[src/rtl/dlym_pkg.sv]
package dlym_pkg;

  // Clamp an integer into the closed range [0, hi].
  function automatic int clamp_span(int v, int hi);
    if (v < 0) return 0;
    if (v > hi) return hi;
    return v;
  endfunction

  // Remove a fixed latency from a raw count, floored at zero.
  function automatic int strip_latency(int raw, int lat);
    if (raw > lat) return raw - lat;
    return 0;
  endfunction

endpackage

[src/rtl/dlym_sync.sv]
module dlym_sync #(
  parameter int STAGES  = 2,
  parameter bit RST_LVL = 1'b1
) (
  input  logic clk,
  input  logic rst_n,
  input  logic d_i,
  output logic q_o
);
  logic [STAGES-1:0] chain;

  for (genvar gi = 0; gi < STAGES; gi++) begin : g_stage
    if (gi == 0) begin : g_first
      always_ff @(posedge clk or negedge rst_n) begin
        if (!rst_n) chain[gi] <= RST_LVL;
        else        chain[gi] <= d_i;
      end
    end else begin : g_next
      always_ff @(posedge clk or negedge rst_n) begin
        if (!rst_n) chain[gi] <= RST_LVL;
        else        chain[gi] <= chain[gi-1];
      end
    end
  end

  assign q_o = chain[STAGES-1];
endmodule

[src/rtl/dlym_edge_timer.sv]
module dlym_edge_timer
  import dlym_pkg::*;
#(
  parameter int CNT_W  = 8,
  parameter int LAT    = 2,
  parameter bit TARGET = 1'b0
) (
  input  logic             clk,
  input  logic             rst_n,
  input  logic             start_i,
  input  logic             lvl_i,
  input  logic [CNT_W-1:0] limit_i,
  output logic             busy_o,
  output logic [CNT_W-1:0] val_o,
  output logic             flt_o
);
  localparam int RAW_W = CNT_W + $clog2(LAT + 2) + 1;

  logic [RAW_W-1:0] cnt;
  logic [RAW_W-1:0] cnt_nxt;
  logic [RAW_W-1:0] lim_raw;
  logic [RAW_W-1:0] stripped;
  logic             run;

  always_comb begin
    cnt_nxt  = cnt + RAW_W'(1);
    lim_raw  = RAW_W'(limit_i) + RAW_W'(LAT);
    stripped = RAW_W'(strip_latency(int'(cnt_nxt), LAT));
  end

  always_ff @(posedge clk or negedge rst_n) begin
    if (!rst_n) begin
      run   <= 1'b0;
      cnt   <= '0;
      val_o <= '0;
      flt_o <= 1'b0;
    end else if (start_i) begin
      run   <= 1'b1;
      cnt   <= '0;
      val_o <= '0;
      flt_o <= 1'b0;
    end else if (run) begin
      if (lvl_i == TARGET) begin
        run   <= 1'b0;
        val_o <= stripped[CNT_W-1:0];
      end else if (cnt_nxt >= lim_raw) begin
        run   <= 1'b0;
        val_o <= limit_i;
        flt_o <= 1'b1;
      end else begin
        cnt <= cnt_nxt;
      end
    end
  end

  assign busy_o = run;

  AST_CNT_BELOW_LIMIT: assert property (@(posedge clk) disable iff (!rst_n)
    run |-> (cnt < lim_raw));

  AST_FAULT_AT_LIMIT: assert property (@(posedge clk) disable iff (!rst_n)
    (flt_o && !run) |-> (val_o == limit_i));
endmodule

[src/rtl/dlym_report.sv]
module dlym_report
  import dlym_pkg::*;
#(
  parameter int CNT_W = 8,
  parameter int ON_W  = 12
) (
  input  logic             clk,
  input  logic             rst_n,
  input  logic             cmd_i,
  input  logic [CNT_W-1:0] limit_i,
  input  logic             on_busy_i,
  input  logic [CNT_W-1:0] on_val_i,
  input  logic             on_flt_i,
  input  logic             off_busy_i,
  input  logic [CNT_W-1:0] off_val_i,
  input  logic             off_flt_i,
  output logic             rise_o,
  output logic             fall_o,
  output logic             valid_o,
  output logic [CNT_W-1:0] dly_on_o,
  output logic [CNT_W-1:0] dly_off_o,
  output logic [CNT_W:0]   diff_o,
  output logic [ON_W-1:0]  ton_o,
  output logic             flt_on_o,
  output logic             flt_off_o
);
  localparam int LEN_MAX = (1 << ON_W) - 1;

  logic             cmd_q;
  logic             have_prev;
  logic [ON_W-1:0]  len_cnt;
  logic [ON_W-1:0]  len_cap;
  logic [CNT_W-1:0] eff_on;
  logic [CNT_W-1:0] eff_off;
  logic             eff_on_flt;
  logic             eff_off_flt;
  logic [CNT_W:0]   diff_c;
  logic [ON_W-1:0]  ton_c;
  int               ton_sum;

  assign rise_o = cmd_i & ~cmd_q;
  assign fall_o = ~cmd_i & cmd_q;

  // An unfinished measurement is reported as a limit hit.
  always_comb begin
    eff_on      = on_busy_i  ? limit_i : on_val_i;
    eff_off     = off_busy_i ? limit_i : off_val_i;
    eff_on_flt  = on_busy_i  | on_flt_i;
    eff_off_flt = off_busy_i | off_flt_i;
    diff_c      = {1'b0, eff_off} - {1'b0, eff_on};
    ton_sum     = clamp_span(int'(len_cap) + int'(eff_off) - int'(eff_on), LEN_MAX);
    ton_c       = ton_sum[ON_W-1:0];
  end

  always_ff @(posedge clk or negedge rst_n) begin
    if (!rst_n) begin
      cmd_q     <= 1'b0;
      have_prev <= 1'b0;
      len_cnt   <= '0;
      len_cap   <= '0;
      valid_o   <= 1'b0;
      dly_on_o  <= '0;
      dly_off_o <= '0;
      diff_o    <= '0;
      ton_o     <= '0;
      flt_on_o  <= 1'b0;
      flt_off_o <= 1'b0;
    end else begin
      cmd_q   <= cmd_i;
      valid_o <= 1'b0;
      if (rise_o) begin
        len_cnt   <= ON_W'(1);
        have_prev <= 1'b1;
        if (have_prev) begin
          valid_o   <= 1'b1;
          dly_on_o  <= eff_on;
          dly_off_o <= eff_off;
          diff_o    <= diff_c;
          ton_o     <= ton_c;
          flt_on_o  <= eff_on_flt;
          flt_off_o <= eff_off_flt;
        end
      end else if (cmd_i && (len_cnt != ON_W'(LEN_MAX))) begin
        len_cnt <= len_cnt + ON_W'(1);
      end
      if (fall_o) len_cap <= len_cnt;
    end
  end

  AST_STROBE_SINGLE: assert property (@(posedge clk) disable iff (!rst_n)
    valid_o |=> !valid_o);

  AST_STROBE_AFTER_RISE: assert property (@(posedge clk) disable iff (!rst_n)
    valid_o |-> ($past(cmd_i) && !$past(cmd_i, 2)));

  AST_RESULTS_HOLD: assert property (@(posedge clk) disable iff (!rst_n)
    !valid_o |-> ($stable(dly_on_o) && $stable(dly_off_o) && $stable(ton_o)));

  AST_FLAGGED_IS_LIMIT: assert property (@(posedge clk) disable iff (!rst_n)
    (valid_o && flt_on_o) |-> (dly_on_o == limit_i));
endmodule

[src/rtl/sw_delay_meter.sv]
module sw_delay_meter #(
  parameter int CNT_W       = 8,
  parameter int ON_W        = 12,
  parameter int SYNC_STAGES = 2
) (
  input  logic             clk,
  input  logic             rst_n,
  input  logic             cmd_on_i,
  input  logic             vds_hi_i,
  input  logic [CNT_W-1:0] limit_i,
  output logic             meas_valid_o,
  output logic [CNT_W-1:0] dly_rise_o,
  output logic [CNT_W-1:0] dly_fall_o,
  output logic [CNT_W:0]   ton_err_o,
  output logic [ON_W-1:0]  ton_corr_o,
  output logic             fault_rise_o,
  output logic             fault_fall_o
);
  localparam int NUM_EDGES = 2;

  logic                 vds_s;
  logic                 cmd_rise;
  logic                 cmd_fall;
  logic [NUM_EDGES-1:0] t_start;
  logic [NUM_EDGES-1:0] t_busy;
  logic [NUM_EDGES-1:0] t_flt;
  logic [CNT_W-1:0]     t_val [NUM_EDGES];

  dlym_sync #(.STAGES(SYNC_STAGES), .RST_LVL(1'b1)) u_sync (
    .clk   (clk),
    .rst_n (rst_n),
    .d_i   (vds_hi_i),
    .q_o   (vds_s)
  );

  assign t_start = {cmd_fall, cmd_rise};

  // Index 0 times turn-on (waits for low), index 1 turn-off (waits for high).
  for (genvar gi = 0; gi < NUM_EDGES; gi++) begin : g_timer
    dlym_edge_timer #(
      .CNT_W  (CNT_W),
      .LAT    (SYNC_STAGES),
      .TARGET ((gi == 0) ? 1'b0 : 1'b1)
    ) u_timer (
      .clk     (clk),
      .rst_n   (rst_n),
      .start_i (t_start[gi]),
      .lvl_i   (vds_s),
      .limit_i (limit_i),
      .busy_o  (t_busy[gi]),
      .val_o   (t_val[gi]),
      .flt_o   (t_flt[gi])
    );
  end

  dlym_report #(.CNT_W(CNT_W), .ON_W(ON_W)) u_report (
    .clk        (clk),
    .rst_n      (rst_n),
    .cmd_i      (cmd_on_i),
    .limit_i    (limit_i),
    .on_busy_i  (t_busy[0]),
    .on_val_i   (t_val[0]),
    .on_flt_i   (t_flt[0]),
    .off_busy_i (t_busy[1]),
    .off_val_i  (t_val[1]),
    .off_flt_i  (t_flt[1]),
    .rise_o     (cmd_rise),
    .fall_o     (cmd_fall),
    .valid_o    (meas_valid_o),
    .dly_on_o   (dly_rise_o),
    .dly_off_o  (dly_fall_o),
    .diff_o     (ton_err_o),
    .ton_o      (ton_corr_o),
    .flt_on_o   (fault_rise_o),
    .flt_off_o  (fault_fall_o)
  );
endmodule

[config.mk]
export PLATFORM = sky130hd
export DESIGN_NAME = sw_delay_meter
export DESIGN_NICKNAME = d
export VERILOG_FILES = /design/src/rtl/dlym_pkg.sv /design/src/rtl/dlym_sync.sv /design/src/rtl/dlym_edge_timer.sv /design/src/rtl/dlym_report.sv /design/src/rtl/sw_delay_meter.sv
export SDC_FILE = /design/constraint.sdc
export NUM_CORES = 1
export LEC_CHECK = 0
export ABC_AREA = 1
export BUFFER_PORTS_ARGS = -buffer_cell sky130_fd_sc_hd__buf_2
export CAP_MARGIN = 20
export CORE_MARGIN = 2
export CORE_UTILIZATION = 48
export CTS_BUF_LIST = sky130_fd_sc_hd__clkbuf_8
export CTS_CLUSTER_DIAMETER = 100
export CTS_CLUSTER_SIZE = 12
export DETAILED_ROUTE_END_ITERATION = 7
export PLACE_DENSITY = 0.66
export RECOVER_POWER = 25
export SYNTH_ARGS = -nofsm -noshare
export SYNTH_HDL_FRONTEND = slang
export SYNTH_SLANG_ARGS = --single-unit
[constraint.sdc]
create_clock -name clk -period 4.4 [get_ports clk]
set_clock_uncertainty 0.15 [all_clocks]
set_input_delay 0.22 -clock clk [delete_from_list [all_inputs] [get_ports clk]]
set_output_delay 0.22 -clock clk [all_outputs]
set_load 0.005 [all_outputs]
[Word-level counts from Yosys, hierarchy flattened]
Cells that the tools add are included.
Widths: inputs -> output; s select.
Storage, ports and cells
  output and inout bits: 40
  flip-flop bits (word level): 110
  bits of input ports: 12
Operators by class
  eq/ne operators: 5
  reductions and logical operators: 15
  add/subtract/negate cells: 9
  mux-type cells: 50
  magnitude comparators: 6
  bitwise gates (word level): 6
Operators with widths (number)
  $mux 8: 14
  $mux 11: 8
  $mux 12: 5
  $gt 32x13->1 const B: 1
  $lt 32x1->1 const B: 1
  $mux 1: 23
  $add 11x1->11 const B: 2
  $ge 11x9->1: 2
  $gt 11x2->1 const B: 2
  $sub 8x2->8 const B: 2
  $sub 13x8->14: 1
  $add 12x8->13: 1
  $add 12x1->12 const B: 1
  $ne 12x12->1 const B: 1
  $reduce_and 3->1: 4
  $reduce_bool 2->1: 6
  $add 8x2->9 const B: 1
  $sub 8x8->9: 1
  $ne 2x2->1 const B: 3
  $reduce_and 2->1: 3
  $ne 3x2->1 const B: 1
  $reduce_bool 3->1: 1
  $and 1x1->1: 2
  $not 1->1: 2
  other kinds (2): 3

[Logic depth before layout (Yosys ltp)]
Gate-level depths: netlist (run 1).
  word-level depth: 8
  mapped depth: 20
  depth with buffers taken out: 19

[By module]
Synthesis (run 1) repeated with hierarchy kept, for this count alone.
Unflattened totals
  cell total of the unflattened synthesis: 1147
  area total of the unflattened synthesis: 8030.2 µm²
Modules (own cells, without submodules)
  dlym_report: cells an instance 547, sequential area each 1651.6 µm², times used 1, area an instance 4181.5 µm²
  dlym_edge_timer at g_timer[0].u_timer: cells an instance 305, sequential area each 525.5 µm², times used 1, area an instance 1919.3 µm²
  dlym_edge_timer at g_timer[1].u_timer: cells an instance 293, sequential area each 525.5 µm², times used 1, area an instance 1876.8 µm²
  dlym_sync: cells an instance 2, sequential area each 52.6 µm², times used 1, area an instance 52.6 µm²

[Least setup slack after synthesis (run 1)]
Ideal clock, no wire load.
  path kind: reg-to-reg
  start: register g_timer[1].u_timer.run
  end: register u_report.ton_o[10]
  buffers on the path: 2
  setup time: 117 ps
  data arrival time: 3223 ps
  period minus slack after synthesis: 3489 ps
  stages on the path, launching flop included: 19
  data required time: 4133 ps
  slack: 911 ps
  cells stage by stage: dfrtp_1 -> clkbuf_1 -> clkbuf_1 -> nand2_1 -> o21ai_0 -> inv_1 -> fa_1 -> inv_1 -> fa_1 -> o21ai_0 -> nand3_1 -> nand3_1 -> nand2_1 -> nand2_1 -> inv_1 -> nand2_1 -> nand2_1 -> nand2_1 -> nand2_1
Between the ends
  cells in the longest elaborated chain, start to end: 8
  elaborated cells on any way between the ends: 11
  those cells by class: add/sub (2); order compare (2); mux (7)
Ends and longest elaborated chain
  from (decl): RTL line dlym_edge_timer.sv:23  | logic run;
  from (signal assigned): RTL line dlym_edge_timer.sv:33  | run <= 1'b0;
  from (signal assigned): RTL line dlym_edge_timer.sv:38  | run <= 1'b1;
  from (signal assigned): RTL line dlym_edge_timer.sv:44  | run <= 1'b0;
  $mux 8 (*): RTL line dlym_report.sv:47  | eff_off = off_busy_i ? limit_i : off_val_i;
  net u_report.eff_off[1]: RTL line dlym_report.sv:34  | logic [CNT_W-1:0] eff_off;
  $add 12x8->13 (*): RTL line dlym_report.sv:51  | ton_sum = clamp_span(int'(len_cap) + int'(eff_off) - int'(eff_on), LEN_MAX);
  $sub 13x8->14 (*): RTL line dlym_report.sv:51
  $gt 32x13->1: RTL line dlym_pkg.sv:6  | if (v > hi) return hi;
  $mux 1 (2 in a row): RTL line dlym_pkg.sv:6
  $mux 12: RTL line dlym_pkg.sv:7  | return v;
  $mux 12 (*): RTL line dlym_pkg.sv:6
  to (signal assigned): RTL line dlym_report.sv:79  | ton_o <= ton_c;
  to (decl): RTL line dlym_report.sv:23  | output logic [ON_W-1:0] ton_o,
Mark *: on every way through the listed nets, which the timed path passes. The rest lies on a longest branch. The select of a mux whose other input is x is not followed.
A chain may end at the register's enable or synchronous reset.

[Worst setup path after layout (run 1)]
  start: register g_timer[1].u_timer.run
  end: register u_report.ton_o[9]
The elaborated chain is that of the path after synthesis.

==> run_results.csv, run 1 <==
group,metric,value,unit
outcome,status,"complete, no violations",
power,finalPower,3.47,mW
synthesis,synthCells,1013,
finish,final_core_util,53.3,%
power,power_frac_seq,37.3,%
setup_path,start_kind,"flip-flop",
finish,fin_cells,1250,
place,gp_congestion,0.861,
clock_network,cts_root_buffer,"clkbuf_8",
power,power.density,430,nW/µm²
setup_path,ff2ff_path_depth,15,
detailed_routing,wirelength,17500,µm
detailed_routing,drt_iter0_drc,414,
global_route,grt_pass1_vias,5889,
clock_network,htreeDepth,3,
die,std_cell_rows,45,
setup_path,critPathKind,"reg -> reg",
sta,period_share,87.3,%
clock_network,path_clk_slew,0.10,ns
finish,areaGrowthSynthToFinish,9.09,%
clock_network,cts_setup_buffers,0,
setup_path,setup.worst_path.end_class,"flip-flop",
place,port-buffer-count,51,
synthesis,ys_seq_area_share,37.3,%
synthesis,synth_seq_cells,110,
detailed_routing,drtAntennaViolNets,0,
sta,worst_pin_slew,1.38,ns
die,initial_core_util,48.8,%
sta,setup_ws,0.559,ns
global_route,grt-ovfl-total,0,
finish,drive_above_1_share,10.1,%
global_route,antenna_found_initial,0,
detailed_routing,routed_via_density,5.16,
power,leakage,4.38,nW
die,io_pins,52,
sta,rsz0062_at_grt,"false",
hold_path,holdPathStages,5,
power,clockPowerShare,19.7,%
clock_network,cts_tree,"done",
place,preCtsSetupSlack,0.546,ns
detailed_routing,firstDrtPassIters,6,
finish,final_cell_mix,"nand2_1 (314), inv_1 (137), dfrtp_1 (108)",
job,maxCapViolCount,0,
synthesis,yosysUniqueCellTypes,37,
finish,fin_nets,1125,
setup_path,cp.arrival,3.99,ns
power,internal-power,2.08,mW
setup_path,required,4.55,ns
clock_network,cts_buffers,9,
place,dp_cells,1231,
die,die_w,128,µm
synthesis,ys_warn_count,0,
die,core_area,15100,µm²
synthesis,syn_nets,1080,
finish,fill_cells,1535,
clock_network,clk_latency,0.40,ns
power,netSwitchingPower,1.39,mW
sta,setup-violations-final,0,
finish,antenna_cells,0,
global_route,grt_pass1_wl,29300,µm
hold_path,min_path_type,"in -> reg",
clock_network,clock_path_buffers,2,
finish,final_common_cell,"nand2_1",
global_route,grt.total_usage,22.5,%
sta,tns,0,ns
sta,fmax,260,MHz
global_route,grt_max_degree,76,
synthesis,syn_area,7390,µm²
sta,relSlewSlack,8.14,%
die,die-area,16400,µm²
synthesis,postSynthAreaPerCell,7.30,µm²
power,swShare,40.0,%
sta,slew_violations,0,
setup_path,crit_fanout,18,
die,die_h,128,µm
power,power_frac_comb,43.0,%
power,vdd_drop_max,0.000193,V
detailed_routing,wl_per_cell,14.0,µm
detailed_routing,drcViolationCount,0,
clock_network,clock-sinks,110,
place,dp_hpwl,13100,µm
detailed_routing,via_count,6448,
sta,min_period,3.84,ns
sta,hold_violations,0,
sequential cells by signal (all words and copies together) (netlist names):
name / count
u_report.len_cnt: 12
u_sync.chain: 1
u_report.ton_o: 12
g_timer.u_timer.cnt: 22
u_report.flt_off_o: 1
g_timer.u_timer.busy_o: 2
u_report.cmd_q: 1
u_report.dly_on_o: 8
g_timer.u_timer.val_o: 16
u_report.have_prev: 1
u_report.len_cap: 12
g_timer.u_timer.flt_o: 2
u_report.valid_o: 1
u_report.diff_o: 9
u_report.dly_off_o: 8
u_report.flt_on_o: 1
u_sync.q_o: 1
critical path: stages, from the launching register on:
cell	delay, ns
dfrtp_1	0.56
o21ai_0	0.49
inv_1	0.17
fa_1	0.59
inv_1	0.07
fa_1	0.48
o21ai_0	0.39
nand3_1	0.15
nand3_1	0.11
nand2_1	0.05
nand2_1	0.07
inv_1	0.06
nand2_1	0.20
nand2_1	0.10
nand2_1	0.07
nand2_1	0.05
worst paths after layout:
path / slack (ns) / startpoint / endpoint
max reg2reg: 0.56 / g_timer[1].u_timer.busy_o / u_report.ton_o[9]
max: 0.56 / g_timer[1].u_timer.busy_o / u_report.ton_o[9]
min in group asynchronous: 0.40 / rst_n / u_report.dly_off_o[2]
min reg2reg: 0.21 / u_sync.chain[0] / u_sync.q_o
min: 0.14 / limit_i[4] / g_timer[0].u_timer.val_o[4]
max in group asynchronous: 1.76 / rst_n / g_timer[0].u_timer.cnt[6]
per-stage QoR:
stage                     hold WS, ns  instance area, µm²
after floorplan                -0.226                7390
after global placement          0.176                7830
after detailed placement        0.177                7830
after CTS                       0.119                8070
after global routing            0.156                8070
final                           0.140                8070
logic make-up (layout without fill, tap and decap cells):
logic type / after synthesis / in the layout / synth area share, %
AOI/OAI and AO/OA: 142 / 142 / 10.2
xor gates and xnor gates: 30 / 30 / 3.55
adders and majority gates: 55 / 55 / 10.2
buffers and inverters: 172 / 221 / 8.92
DFF: 110 / 110 / 37.3
and+or+nand+nor: 504 / 504 / 29.8
power groups by stage:
stage | Clock (mW) | Combinational, mW | Sequential [mW]
4_1_cts | 0.701 | 1.50 | 1.29
6_report | 0.685 | 1.49 | 1.29
3_3_place_gp | 0 | 1.48 | 1.31
3_5_place_dp | 0 | 1.48 | 1.31
5_1_grt | 0.735 | 1.72 | 1.31
2_1_floorplan | 0 | 1.06 | 1.30
cell type report:
cell class                 count  area [µm²]  share of cell area, %
clock inverter                 6        87.6                   1.09
multi-input combinational    731        3980                   49.3
tap                          188         235                   2.92
clock buffer                   9         124                   1.54
timing repair buffer          63         348                   4.31
inverter                     143         537                   6.65
sequential                   110        2760                   34.2
metal layers:
metal / vias to the layer above / share of wire (%) / GRT usage, %
li1: 3341 / - / -
met1: 2940 / 50 / 32.3
met2: 136 / 44 / 35.2
met3: 31 / 3.8 / 2.80
met4: 0 / 1.9 / 7.56
met5: - / 0 / 0
synthesized netlist by cell type (all sizes together):
library cell | n | area [µm²]
o21a | 1 | 7.51
buf | 6 | 36.3
inv | 143 | 537
dfrtp | 108 | 2700
dfstp | 2 | 52.6
o21ai | 87 | 439
a31oi | 3 | 18.8
nand3b | 4 | 30.0
nand3 | 86 | 440
a21oi | 40 | 204
nor2 | 55 | 251
a21o | 3 | 22.5
a211oi | 1 | 7.51
clkbuf | 23 | 86.3
fa | 9 | 180
nor3 | 8 | 45.0
o221ai | 1 | 8.76
xor2 | 18 | 158
o31ai | 3 | 22.5
nand2 | 323 | 1230
a22o | 1 | 8.76
xnor2 | 12 | 105
ha | 46 | 576
nand4 | 28 | 205
o21bai | 2 | 15.0
repair_timing:
item                                   4_1_cts  5_1_grt
resized for setup                            0        0
setup endpoints to repair                    0        0
hold buffers                                 3        0
endpoints found under the hold margin       74        0
Power figures use the tool's default switching activity.
==> run 2: changes to the inputs <==
Settings changed: SYNTH_HIERARCHICAL from default to 1.
==> run_results.csv, run 2 <==
group,metric,value,unit
synthesis,synth_compound_area_share,9.13,%
clock_network,cts_setup_buffers,0,
hold_path,min_path_type,"in -> reg",
global_route,antenna_found_initial,0,
outcome,violations,"max-capacitance violations, max-slew violations",
sta,relSlewSlack,-54.5,%
setup_path,r2r-start,"g_timer[0].u_timer/busy_o",
finish,drive_above_1_share,10.9,%
synthesis,synth_top_cell_area_share,33.7,%
die,die-area,17800,µm²
sta,hold_violations,0,
hold_path,hold_path_end,"g_timer[1].u_timer/val_o[0]",
clock_network,path_clk_slew,0.11,ns
clock_network,cts_root_buffer,"clkbuf_8",
synthesis,synth.most_common_cell,"nand2_1",
global_route,grt_pass1_wl,32700,µm
setup_path,cp.arrival,3.67,ns
finish,fin_nets,1255,
sta,fmax,287,MHz
die,io_pins,52,
setup_path,setup.worst_path.end_class,"flip-flop",
hold_path,worstHoldStart,"limit_i[0]",
setup_path,required,4.59,ns
detailed_routing,drtAntennaViolNets,0,
power,power.density,484,nW/µm²
place,dp_cells,1398,
detailed_routing,firstDrtPassIters,6,
finish,areaGrowthSynthToFinish,8.04,%
setup_path,r2r_slack,0.92,ns
synthesis,synth-xor-area-share,2.40,%
detailed_routing,via_count,7185,
finish,final_common_cell,"nand2_1",
sta,period_share,79.1,%
die,die_w,133,µm
setup_path,max_stage_delay,0.60,ns
sta,min_period,3.48,ns
clock_network,htreeDepth,3,
setup_path,ff2ff_path_depth,13,
place,dp_hpwl,14400,µm
synthesis,synthSimpleGateAreaFrac,36.2,%
finish,fill_cells,1720,
synthesis,synth_seq_cells,110,
finish,antenna_cells,0,
outcome,status,"finished with violations",
place,gp_congestion,0.896,
detailed_routing,wl_per_cell,13.4,µm
finish,fin_cells,1417,
finish,seq_area,2760,µm²
setup_path,worst_r2r_endpoint,"u_report/ton_o[0]",
synthesis,netlist_top_cells_count,"nand2_1 (390), inv_1 (146), dfrtp_1 (108)",
clock_network,clock_path_buffers,2,
sta,tns,0,ns
clock_network,clock-sinks,110,
synthesis,ys_async_sr_fraction,100,%
global_route,grt_max_degree,61,
synthesis,yosysUniqueCellTypes,46,
die,initial_core_util,48.8,%
finish,final_cell_mix,"nand2_1 (390), inv_1 (146), dfrtp_1 (108)",
synthesis,ys_seq_area_share,34.3,%
synthesis,synth_mux_area_share,0,%
finish,top_register,"g_timer.u_timer/cnt",
die,die_h,133,µm
detailed_routing,wirelength,19000,µm
detailed_routing,drt_iter0_drc,470,
sta,rsz0062_at_grt,"false",
clock_network,clk_latency,0.40,ns
finish,multi_input_area,4540,µm²
synthesis,synth-edff-count,0,
sta,worst_pin_slew,2.32,ns
finish,top_regs,"g_timer.u_timer/cnt (22), g_timer.u_timer/val_o (16)",
die,std_cell_rows,47,
finish,largest_reg_flops,22,
synthesis,synth_ff_type,"dfrtp_1",
synthesis,syn_area,8030,µm²
setup_path,cp_slowest_cell,"dfrtp_1",
global_route,grt-ovfl-total,0,
place,port-buffer-count,51,
setup_path,start_kind,"flip-flop",
synthesis,synthCells,1147,
global_route,grt_pass1_vias,6783,
sta,slew_violations,44,
synthesis,synth_largest_area_cell,"dfrtp_1",
sta,setup-violations-final,0,
setup_path,crit_fanout,20,
detailed_routing,routed_via_density,5.07,
setup_path,critPathKind,"reg -> reg",
power,leakage,4.71,nW
job,maxCapViolCount,1,
global_route,grt.total_usage,22.5,%
clock_network,cts_tree,"done",
die,core_area,16500,µm²
detailed_routing,drcViolationCount,0,
synthesis,synth_top_family_by_area,"simple AND/OR/NAND/NOR gates",
hold_path,holdPathStages,5,
setup_path,path_common_cell,"nand2_1",
synthesis,synthAdderAreaFrac,8.79,%
power,finalPower,4.20,mW
setup_path,cp_cell_sequence,"o21ai_0 -> inv_1 -> fa_1 -> inv_1 -> ha_1 -> nand2_1 -> inv_2 -> nand2_1 -> nor3_1 -> nand2_1 -> a21oi_2 -> o21ai_1 -> nand2_1",
synthesis,ys_warn_count,6,
synthesis,syn_nets,1210,
synthesis,postSynthAreaPerCell,7.00,µm²
power,vdd_drop_max,0.000225,V
clock_network,cts_buffers,9,
synthesis,yosys-top-cells-area,"dfrtp_1 (34%), nand2_1 (18%), inv_1 (6.8%)",
run 2: cell count changes in the layout (fill, tap and decap cells not counted), moves of 5 or more:
cell | previous run | this run
nor2_1 | 45 | 83
nand2_2 | 9 | 18
inv_1 | 137 | 146
nand3_1 | 84 | 74
nand2_1 | 314 | 390
nand3_2 | 2 | 8
xor2_1 | 18 | 13
nand4_1 | 26 | 38
o21ai_1 | 1 | 35
o21ai_0 | 85 | 47
run 2: final cells by class:
type	instances	share of cell area (%)
clock buffers	9	1.43
clock inverters	7	0.894
inverters	157	6.86
multi-input cells	856	52.3
flip-flops and latches	110	31.8
well taps	220	3.17
repair buffers	58	3.56
run 2: through the flow:
stage	util [%]	instance area, µm²	hold WS, ns	setup WS [ns]
2_1_floorplan	-	8030	-0.226	1.37
3_3_place_gp	51.3	8450	0.110	1.02
3_5_place_dp	51.3	8450	0.110	0.907
4_1_cts	52.7	8680	0.102	0.894
5_1_grt	52.7	8680	0.123	0.586
6_report	52.7	8680	0.115	0.918
run 2: cells by family (layout without fill, tap and decap cells):
logic type,after synthesis,count (layout)
AO/OA/AOI/OAI,136,136
XOR/XNOR,22,22
adder cells (fa/ha/maj),51,51
buffers and inverters,181,231
flip-flops,110,110
AND/OR/NAND/NOR,647,647
run 2: power breakdown:
part	switching, mW	leakage [nW]	total [mW]	internal [mW]
clock network	0.384	0.106	0.656	0.272
registers	0.171	1.44	1.40	1.23
logic	1.31	3.16	2.14	0.826
run 2: worst max-delay path by stage:
stage                                         start            endpoint  slack [ns]  depth (start not counted)
after detailed placement  g_timer[0].u_timer/busy_o   u_report/ton_o[9]        0.91                         14
after global placement    g_timer[0].u_timer/busy_o  u_report/ton_o[11]        1.02                         12
after global routing      g_timer[0].u_timer/busy_o   u_report/ton_o[1]        0.59                         13
after floorplan           g_timer[0].u_timer/busy_o  u_report/ton_o[11]        1.37                         16
final                     g_timer[0].u_timer/busy_o   u_report/ton_o[0]        0.92                         13
after CTS                 g_timer[0].u_timer/busy_o   u_report/ton_o[9]        0.89                         14
run 2: what timing repair did:
action                                  in CTS  in global routing
endpoints found under the setup margin       0                  0
gates resized for setup                      0                  0
hold buffers                                 3                  0
endpoints found under the hold margin       41                  0
run 2: worst max-delay path, delay by kind of cell, from the launching register on:
kind	cells	cell delay (ns)
AO/OA/AOI/OAI	3	1.06
adder cells (fa/ha/maj)	2	0.87
buffers and inverters	3	0.24
flip-flops	1	0.60
AND/OR/NAND/NOR	5	0.48
run 2: metal layers:
metal	global-route usage (%)	share of wire, %	vias to the layer above
li1	-	-	3752
met1	30.8	48	3275
met2	38.2	47	140
met3	3.73	3.8	18
met4	3.90	0.85	0
met5	0	0	-
